==> config.mk <==
export PLATFORM = sky130hd
export DESIGN_NAME = lin_bit_timer
export DESIGN_NICKNAME = d
export VERILOG_FILES = /design/src/rtl/lin_bt_pkg.sv /design/src/rtl/lin_bt_edge.sv /design/src/rtl/lin_bt_quot.sv /design/src/rtl/lin_bit_timer.sv
export SDC_FILE = /design/constraint.sdc
export NUM_CORES = 1
export LEC_CHECK = 0
export ABC_AREA = 1
export BUFFER_PORTS_ARGS = -buffer_cell sky130_fd_sc_hd__buf_2
export CAP_MARGIN = 10
export CORE_ASPECT_RATIO = 0.75
export CORE_MARGIN = 2
export CORE_UTILIZATION = 53
export DETAILED_ROUTE_END_ITERATION = 16
export GPL_TIMING_DRIVEN = 1
export MAX_ROUTING_LAYER = met4
export PLACE_DENSITY = 0.76
export SLEW_MARGIN = 10
export SYNTH_ARGS = -nofsm -noshare
export SYNTH_HDL_FRONTEND = slang
export SYNTH_SLANG_ARGS = --single-unit
==> constraint.sdc <==
create_clock -name clk -period 1.9 [get_ports clk]
set_input_delay 0.38 -clock clk [delete_from_list [all_inputs] [get_ports clk]]
set_output_delay 0.38 -clock clk [all_outputs]
set_load 0.1 [all_outputs]
==> src/rtl/lin_bt_pkg.sv <==
package lin_bt_pkg;

    typedef enum logic [1:0] {
        ST_IDLE,
        ST_SYNC_WAIT,
        ST_MEAS,
        ST_RESP
    } bt_state_e;

endpackage

==> src/rtl/lin_bt_edge.sv <==
module lin_bt_edge (
    input  logic clk,
    input  logic rst_n,
    input  logic rx,
    output logic rx_prev,
    output logic fall,
    output logic rise
);
    logic prev_d, prev_q;

    always_comb begin
        prev_d = rx;
    end

    always_ff @(posedge clk or negedge rst_n) begin
        if (!rst_n) prev_q <= 1'b1;
        else        prev_q <= prev_d;
    end

    assign rx_prev = prev_q;
    assign fall    = prev_q & ~rx;
    assign rise    = ~prev_q & rx;
endmodule

==> src/rtl/lin_bt_quot.sv <==
module lin_bt_quot #(
    parameter int MEAS_W    = 9,
    parameter int BT_W      = 6,
    parameter int SYNC_BITS = 8,
    parameter int SYNC_LO   = 205,
    parameter int SYNC_HI   = 307
) (
    input  logic [MEAS_W-1:0] span,
    output logic [BT_W-1:0]   bt,
    output logic              in_range
);
    localparam logic [MEAS_W:0]   HALF_C = (MEAS_W+1)'(SYNC_BITS / 2);
    localparam logic [MEAS_W:0]   DIV_C  = (MEAS_W+1)'(SYNC_BITS);
    localparam logic [MEAS_W:0]   TOP_C  = (MEAS_W+1)'((1 << BT_W) - 1);
    localparam logic [MEAS_W-1:0] LO_C   = MEAS_W'(SYNC_LO);
    localparam logic [MEAS_W-1:0] HI_C   = MEAS_W'(SYNC_HI);

    logic [MEAS_W:0] sum, quo;

    always_comb begin
        sum      = {1'b0, span} + HALF_C;
        quo      = sum / DIV_C;
        bt       = (quo > TOP_C) ? {BT_W{1'b1}} : quo[BT_W-1:0];
        in_range = (span >= LO_C) && (span <= HI_C);
    end
endmodule

==> src/rtl/lin_bit_timer.sv <==
module lin_bit_timer
    import lin_bt_pkg::*;
#(
    parameter int BT_W          = 6,
    parameter int DEF_BT        = 32,
    parameter int MIN_BT        = 8,
    parameter int BRK_MIN_BITS  = 11,
    parameter int BRK_MAX_BITS  = 28,
    parameter int SYNC_BITS     = 8,
    parameter int DEV_PCT       = 20
) (
    input  logic            clk,
    input  logic            rst_n,
    input  logic            rx,
    input  logic            ctl_enable,
    input  logic            master_mode,
    input  logic            rsp_done,
    input  logic            cfg_we,
    input  logic            cfg_manual,
    input  logic [BT_W-1:0] cfg_bt,
    output logic [BT_W-1:0] bt_cnt,
    output logic            manual_on,
    output logic            sync_ok,
    output logic            sync_err,
    output logic            brk_reject
);
    localparam int BRK_LO   = BRK_MIN_BITS * DEF_BT;
    localparam int BRK_HI   = BRK_MAX_BITS * DEF_BT;
    localparam int BRK_W    = $clog2(BRK_HI + 2);
    localparam int SYNC_NOM = SYNC_BITS * DEF_BT;
    localparam int SYNC_LO  = (SYNC_NOM * (100 - DEV_PCT) + 99) / 100;
    localparam int SYNC_HI  = (SYNC_NOM * (100 + DEV_PCT)) / 100;
    localparam int MEAS_W   = $clog2(SYNC_HI + 2);
    localparam int EDGES    = SYNC_BITS / 2 + 1;

    localparam logic [BT_W-1:0]  DEF_C    = BT_W'(DEF_BT);
    localparam logic [BT_W-1:0]  MINBT_C  = BT_W'(MIN_BT);
    localparam logic [BRK_W-1:0] BRK_LO_C = BRK_W'(BRK_LO);
    localparam logic [BRK_W-1:0] BRK_HI_C = BRK_W'(BRK_HI);
    localparam logic [BRK_W-1:0] BRK_SAT  = BRK_W'(BRK_HI + 1);
    localparam logic [MEAS_W-1:0] MEAS_HI = MEAS_W'(SYNC_HI);
    localparam logic [2:0]       LAST_E   = 3'(EDGES - 1);

    typedef struct packed {
        bt_state_e         st;
        logic [BRK_W-1:0]  brk;
        logic [MEAS_W-1:0] meas;
        logic [2:0]        edges;
        logic [BT_W-1:0]   bt;
        logic              manual;
        logic              ok;
        logic              err;
        logic              rej;
    } bt_regs_t;

    bt_regs_t r_d, r_q;

    logic rx_prev, fall, rise;
    logic [MEAS_W-1:0] span;
    logic [BT_W-1:0]   bt_new;
    logic              span_ok;

    lin_bt_edge i_edge (
        .clk     (clk),
        .rst_n   (rst_n),
        .rx      (rx),
        .rx_prev (rx_prev),
        .fall    (fall),
        .rise    (rise)
    );

    assign span = r_q.meas + MEAS_W'(1);

    lin_bt_quot #(
        .MEAS_W    (MEAS_W),
        .BT_W      (BT_W),
        .SYNC_BITS (SYNC_BITS),
        .SYNC_LO   (SYNC_LO),
        .SYNC_HI   (SYNC_HI)
    ) i_quot (
        .span     (span),
        .bt       (bt_new),
        .in_range (span_ok)
    );

    always_comb begin
        r_d     = r_q;
        r_d.ok  = 1'b0;
        r_d.err = 1'b0;
        r_d.rej = 1'b0;

        if (cfg_we && !ctl_enable) begin
            r_d.manual = cfg_manual;
            if (!cfg_manual)           r_d.bt = DEF_C;
            else if (cfg_bt < MINBT_C) r_d.bt = MINBT_C;
            else                       r_d.bt = cfg_bt;
        end

        if (!ctl_enable || master_mode || r_q.manual) begin
            r_d.st    = ST_IDLE;
            r_d.brk   = '0;
            r_d.meas  = '0;
            r_d.edges = '0;
        end else begin
            unique case (r_q.st)
                ST_IDLE: begin
                    if (fall) begin
                        r_d.brk = BRK_W'(1);
                    end else if (!rx_prev && !rx) begin
                        if (r_q.brk < BRK_SAT) r_d.brk = r_q.brk + BRK_W'(1);
                    end else if (rise) begin
                        if (r_q.brk >= BRK_LO_C && r_q.brk <= BRK_HI_C)
                            r_d.st = ST_SYNC_WAIT;
                        else
                            r_d.rej = 1'b1;
                        r_d.brk = '0;
                    end
                end
                ST_SYNC_WAIT: begin
                    if (fall) begin
                        r_d.st    = ST_MEAS;
                        r_d.meas  = '0;
                        r_d.edges = 3'd1;
                    end
                end
                ST_MEAS: begin
                    if (fall && r_q.edges == LAST_E) begin
                        if (span_ok) begin
                            r_d.bt = bt_new;
                            r_d.ok = 1'b1;
                            r_d.st = ST_RESP;
                        end else begin
                            r_d.err = 1'b1;
                            r_d.st  = ST_IDLE;
                        end
                    end else if (span > MEAS_HI) begin
                        r_d.err = 1'b1;
                        r_d.st  = ST_IDLE;
                    end else begin
                        r_d.meas = span;
                        if (fall) r_d.edges = r_q.edges + 3'd1;
                    end
                end
                ST_RESP: begin
                    if (rsp_done) begin
                        r_d.bt = DEF_C;
                        r_d.st = ST_IDLE;
                    end
                end
                default: r_d.st = ST_IDLE;
            endcase
        end
    end

    always_ff @(posedge clk or negedge rst_n) begin
        if (!rst_n) begin
            r_q        <= '0;
            r_q.st     <= ST_IDLE;
            r_q.bt     <= DEF_C;
        end else begin
            r_q <= r_d;
        end
    end

    assign bt_cnt     = r_q.bt;
    assign manual_on  = r_q.manual;
    assign sync_ok    = r_q.ok;
    assign sync_err   = r_q.err;
    assign brk_reject = r_q.rej;

    // the bit time never drops under the sampling minimum
    p_bt_floor_r8: assert property (@(posedge clk) disable iff (!rst_n)
        bt_cnt >= MINBT_C);

    // end of response restores the nominal bit time
    p_rsp_revert_r6: assert property (@(posedge clk) disable iff (!rst_n)
        (r_q.st == ST_RESP && rsp_done && ctl_enable && !master_mode)
        |=> bt_cnt == DEF_C);

    // master mode leaves the bit time alone
    p_master_hold_r7: assert property (@(posedge clk) disable iff (!rst_n)
        (master_mode && !(cfg_we && !ctl_enable)) |=> $stable(bt_cnt));

    // a sync error keeps the old bit time
    p_err_keep_r4: assert property (@(posedge clk) disable iff (!rst_n)
        sync_err |-> $stable(bt_cnt));

    // writes while enabled leave the mode flag untouched
    p_busy_write_r10: assert property (@(posedge clk) disable iff (!rst_n)
        (cfg_we && ctl_enable) |=> $stable(manual_on));

    // completion pulse lasts one cycle
    p_ok_pulse_r3: assert property (@(posedge clk) disable iff (!rst_n)
        sync_ok |=> !sync_ok);

    // reject pulse lasts one cycle and never coincides with a measurement result
    p_rej_pulse_r2: assert property (@(posedge clk) disable iff (!rst_n)
        brk_reject |-> !sync_ok && !sync_err);
endmodule

### After elaboration in Yosys (flattened, before gate mapping)

Index checks and enable logic that the tools add are counted.

| storage, ports and cells | value |
|---|---|
| logic and storage cells | 100 |
| bits in registers | 35 |
| input bits | 14 |

| cells by class | value |
|---|---|
| $add $sub $neg | 4 |
| magnitude comparators | 8 |
| eq/ne operators | 15 |
| bitwise operators | 4 |
| reductions and logical operators | 18 |
| muxes and demuxes | 41 |

Operator list:

| cell | count |
|---|---|
| $mux W12 | 4 |
| $mux W6 | 7 |
| $mux W10 | 4 |
| $mux W24 | 1 |
| $ne A3 B3 Y1 const B | 8 |
| $pmux W12 S2 | 1 |
| $mux W2 | 9 |
| $pmux W6 S2 | 1 |
| $add A10 B1 Y10 const B | 1 |
| $add A9 B3 Y10 const B | 1 |
| $ge A10 B9 Y1 const B | 1 |
| $le A10 B10 Y1 const B | 1 |
| $lt A10 B10 Y1 const B | 1 |
| $mux W1 | 10 |
| $add A9 B1 Y9 const B | 1 |
| $ge A9 B8 Y1 const B | 1 |
| $gt A9 B9 Y1 const B | 1 |
| $le A9 B9 Y1 const B | 1 |
| $pmux W2 S4 | 1 |
| $gt A7 B6 Y1 const B | 1 |
| $mux W7 | 1 |
| $reduce_and A7 Y1 | 1 |
| $lt A6 B4 Y1 const B | 1 |
| $mux W3 | 2 |
| 19 further kinds | 29 |

### Longest topological paths before layout

| logic depth | value |
|---|---|
| depth in word-level cells | 8 |
| gate-level depth with buffers | 19 |
| gate-level depth less buffers | 19 |

### Cells and area by module

From an unflattened synthesis, not the netlist that was laid out.

| unflattened totals | value |
|---|---|
| cell total of the unflattened synthesis | 361 |
| area total of the unflattened synthesis | 2568.7 um2 |

By module, submodules not included:

| module | area an instance (um2) | cells each | seq. area each (um2) | times used |
|---|---|---|---|---|
| lin_bit_timer | 2273.4 | 301 | 852.1 | 1 |
| lin_bt_quot | 254.0 | 55 | 0.0 | 1 |
| lin_bt_edge | 41.3 | 5 | 26.3 | 1 |

### Least setup slack after synthesis

OpenSTA, ideal clock, no wires.

| path | value |
|---|---|
| path type | flip-flop to flip-flop |
| start | register r_q, in the netlist manual_on |
| end | register r_q[32] in the netlist's numbering |
| library setup time | 120 ps |
| path buffers | 0 |
| clock period less this slack | 2123 ps |
| data required time | 1780 ps |
| cell stages (with the launch flop) | 9 |
| slack | -223 ps |
| arrival | 2003 ps |
| cell sequence | dfrtp_1 > nor3_4 > inv_2 > nor2_2 > nand3_2 > nand4_1 > inv_1 > o21ai_1 > nand2_1 |

| between the ends | value |
|---|---|
| word-level cells in the longest chain between the ends | 3 |
| elaborated cells between the ends (all ways) | 10 |

RTL lines:

| element | RTL line | text |
|---|---|---|
| from (decl) | lin_bit_timer.sv:56 | `bt_regs_t r_d, r_q;` |
| from (signal assigned) | lin_bit_timer.sv:161 | `r_q <= r_d;` |
| $logic_or A1 B1 Y1 * | lin_bit_timer.sv:99 | `if (!ctl_enable \|\| master_mode \|\| r_q.manual) begin` |
| $ne A4 B4 Y1 (no source line), or another cell as far along | n/a |  |
| $reduce_and A7 Y1 (no source line) | n/a |  |

Every way passes the cells marked *; elsewhere a longest branch is shown, timed or not.
A chain may end at the register's enable or synchronous reset.

==> run metrics <==
status complete, but fails checks; failing checks negative setup slack; crit path from r_q[13]$_DFFE_PN0P_; CTS root buffer clkbuf_8; combinational share of power 20.0%; worst-skew pair later-pin latency 290 ps; Final Hold Viols 0; commonest cells in the netlist nand2_1, inv_1, dfrtp_1, nor2_1, nand3_1; switching share of power 31.8%; CTS Buf Count 5; fmax 468 MHz; hold_ws 154 ps; number of enable flip-flop cells after synthesis 0; crit path launch type register; die footprint 4940 um2; max-cap violations 0; Final min period 2140 ps; main flop type after synthesis dfrtp_1; H-tree lvl count 2; skew final 13.3 ps; crit end category register; Initial Util 56.3%; IO Pins 24; syn_nets 342; largest net degree at the start of global routing 36; DIE WIDTH 80.5 um; drt pass-1 iters 4; GRT Total Usage 26.9%; clk slew on worst S/H paths 80 ps; Hold-fix buffers, CTS 0; vias per std cell 5.39; Post-Place Worst Slack -147 ps; Syn Area/Cell 7.31 um2; global route total overflow 0; first-pass GRT wire length 9.54 mm; top cells by area, synth dfrtp_1, nand2_1, inv_1; Non-Filler Instances 432; RSZ-0062 raised after global routing true; top-area cell type share of the netlist area 35.5%; synthesis-to-layout area growth 29.9%; Crit path largest cell delay 430 ps; synthesized cell area 2330 um2; final setup fails 21; cell count after synthesis 318; relative slew slack 50.9%; Synth cell types 36; Req. time, crit path 2050 ps; vias in the first global route 2011; FP Rows 20; Psw 0.517 mW; initial antenna violation count 0; core area 4130 um2; Die Height 61.4 um; Slew Viols, Final 0; clock power share 31.3%; Yosys warning count 0; share of power burned in registers 48.7%; clock sink total 35; met3 Track Usage GR 6.45%; flop-to-flop setup slack -240 ps; Antenna Nets Post-Route 0; post-synth top area cell dfrtp_1; grt peak-use layer met2; Crit-path slowest cell dfrtp_2; worst-path cell chain buf_4 -> inv_4 -> nor2_2 -> nand3_1 -> nand2_2 -> nor2_2 -> nand2_1 -> nand2_2 -> nand2_4 -> nand3b_1 -> a21oi_1 -> o21ai_0; reg2reg start r_q[13]$_DFFE_PN0P_; DR vias 2328; Lkg Pwr 1.47 nW; residual DRC count 0; Least-Margin Pin Slew 736 ps; layout cells sized above 1 34.5%; Final WS setup -237 ps; CTS Buffer Depth 2; PD cells 537 nW/um2; M1 GR Usage 37.5%; Max VDD drop 0.000394 V; worst min path class primary input to async pin; dpl hpwl 4.12 mm; gp weighted congestion 0.869; NumNets Final 400; Pint 1.11 mW; Worst Path Arrival 2280 ps; asr flop ratio synth 100%; CTS tree done; wire per inst 13.9 um; number of DRC markers in iteration 0 200; drt total wl 6.00 mm; crit path max fanout 6; Seq cells post-synth 35; most numerous cell in the Yosys netlist nand2_1; Worst R2R Path Depth 12; diode count 0; Placed Instances 416; Fillers 305; IO buf count 23; Setup CP Type register to register; met2 usage in global routing 40.2%; Seq/Total Area, Yosys 37.8%; total power 1.62 mW; period utilization 112%; FF-to-FF End bt_cnt[1]$_DFF_PN0_
[area by class of cell]
type	count	area (um2)	area share [%]
multi-input cells	226	1390	46.0
clock inverters	1	5.00	0.166
flip-flops and latches	35	883	29.2
repair buffers	57	398	13.2
well taps	55	68.8	2.28
clock buffers	7	76.3	2.53
inverters	51	201	6.67
[timing repair]
| action | 4_1_cts | 5_1_grt |
|---|---|---|
| endpoints found under the hold margin | 0 | 0 |
| endpoints found under the setup margin | 23 | 27 |
| pin swaps | 14 | 9 |
| setup buffers | 3 | 5 |
| resized for setup | 38 | 16 |
[logic make-up (layout without fill, tap and decap cells)]
| family | after synthesis | in the layout | share of synthesized area (%) |
|---|---|---|---|
| simple gates | 160 | 160 | 31.9 |
| buf+inv | 57 | 116 | 10.2 |
| compound gates | 53 | 53 | 13.6 |
| flops | 35 | 35 | 37.8 |
| fa+ha+maj | 10 | 10 | 5.38 |
| xor+xnor | 3 | 3 | 1.13 |
[critical path: cells and delay by family (launching register included)]
family | cells | cell delay (ps)
buffers and inverters | 2 | 200
and+or+nand+nor | 8 | 970
AOI/OAI and AO/OA | 2 | 410
DFF | 1 | 430
[layout by cell type, fill, tap and decap left out, types with 8 or more instances in the layout]
cell type  netlist  layout
nand3_1         22      18
buf_2            0      23
nor3_1           9       8
a21oi_1          9       9
buf_4            6      29
nor2_1          31      29
o21ai_1          6       9
nand2_2          5      16
o21ai_0         17      11
inv_1           45      41
dfrtp_1         33      29
nand2_1         74      61
[how the worst max path moves through the flow]
stage | to | slack, ps | cells after the start
6_report | bt_cnt[1]$_DFF_PN0_ | -240 | 12
5_1_grt | bt_cnt[1]$_DFF_PN0_ | -410 | 14
4_1_cts | bt_cnt[5]$_DFF_PN1_ | -80 | 17
3_5_place_dp | r_q[32]$_DFFE_PN0P_ | -150 | 18
3_3_place_gp | r_q[32]$_DFFE_PN0P_ | -140 | 18
2_1_floorplan | r_q[32]$_DFFE_PN0P_ | -0.5 | 18
[power groups by stage]
stage                     logic [mW]  registers [mW]  clock network [mW]
after global routing           0.346           0.792               0.561
final                          0.325           0.790               0.508
after detailed placement       0.304           0.803                   0
after global placement         0.301           0.802                   0
after CTS                      0.311           0.789               0.512
after floorplan                0.218           0.825                   0
[per-stage QoR]
step | instance area (um2) | utilization (%) | setup TNS (ps)
final | 3020 | 73.2 | -2220
after global placement | 2690 | 65.2 | -1080
after detailed placement | 2690 | 65.2 | -1880
after CTS | 2930 | 70.9 | -559
after global routing | 3020 | 73.2 | -5300
after floorplan | 2350 | - | -0.547
[sequential cells by signal, indices dropped and copies added (netlist names)]
name            cells
brk_reject          1
bt_cnt              6
i_edge.rx_prev      1
manual_on           1
r_q                24
sync_err            1
sync_ok             1
[layer usage]
layer,part of all wire (%),routed length [um]
met1,47,2810
met3,7.5,453
met4,1.2,74
met2,44,2670
met5,0,0
Note: power is estimated with default switching activity, not from simulation.
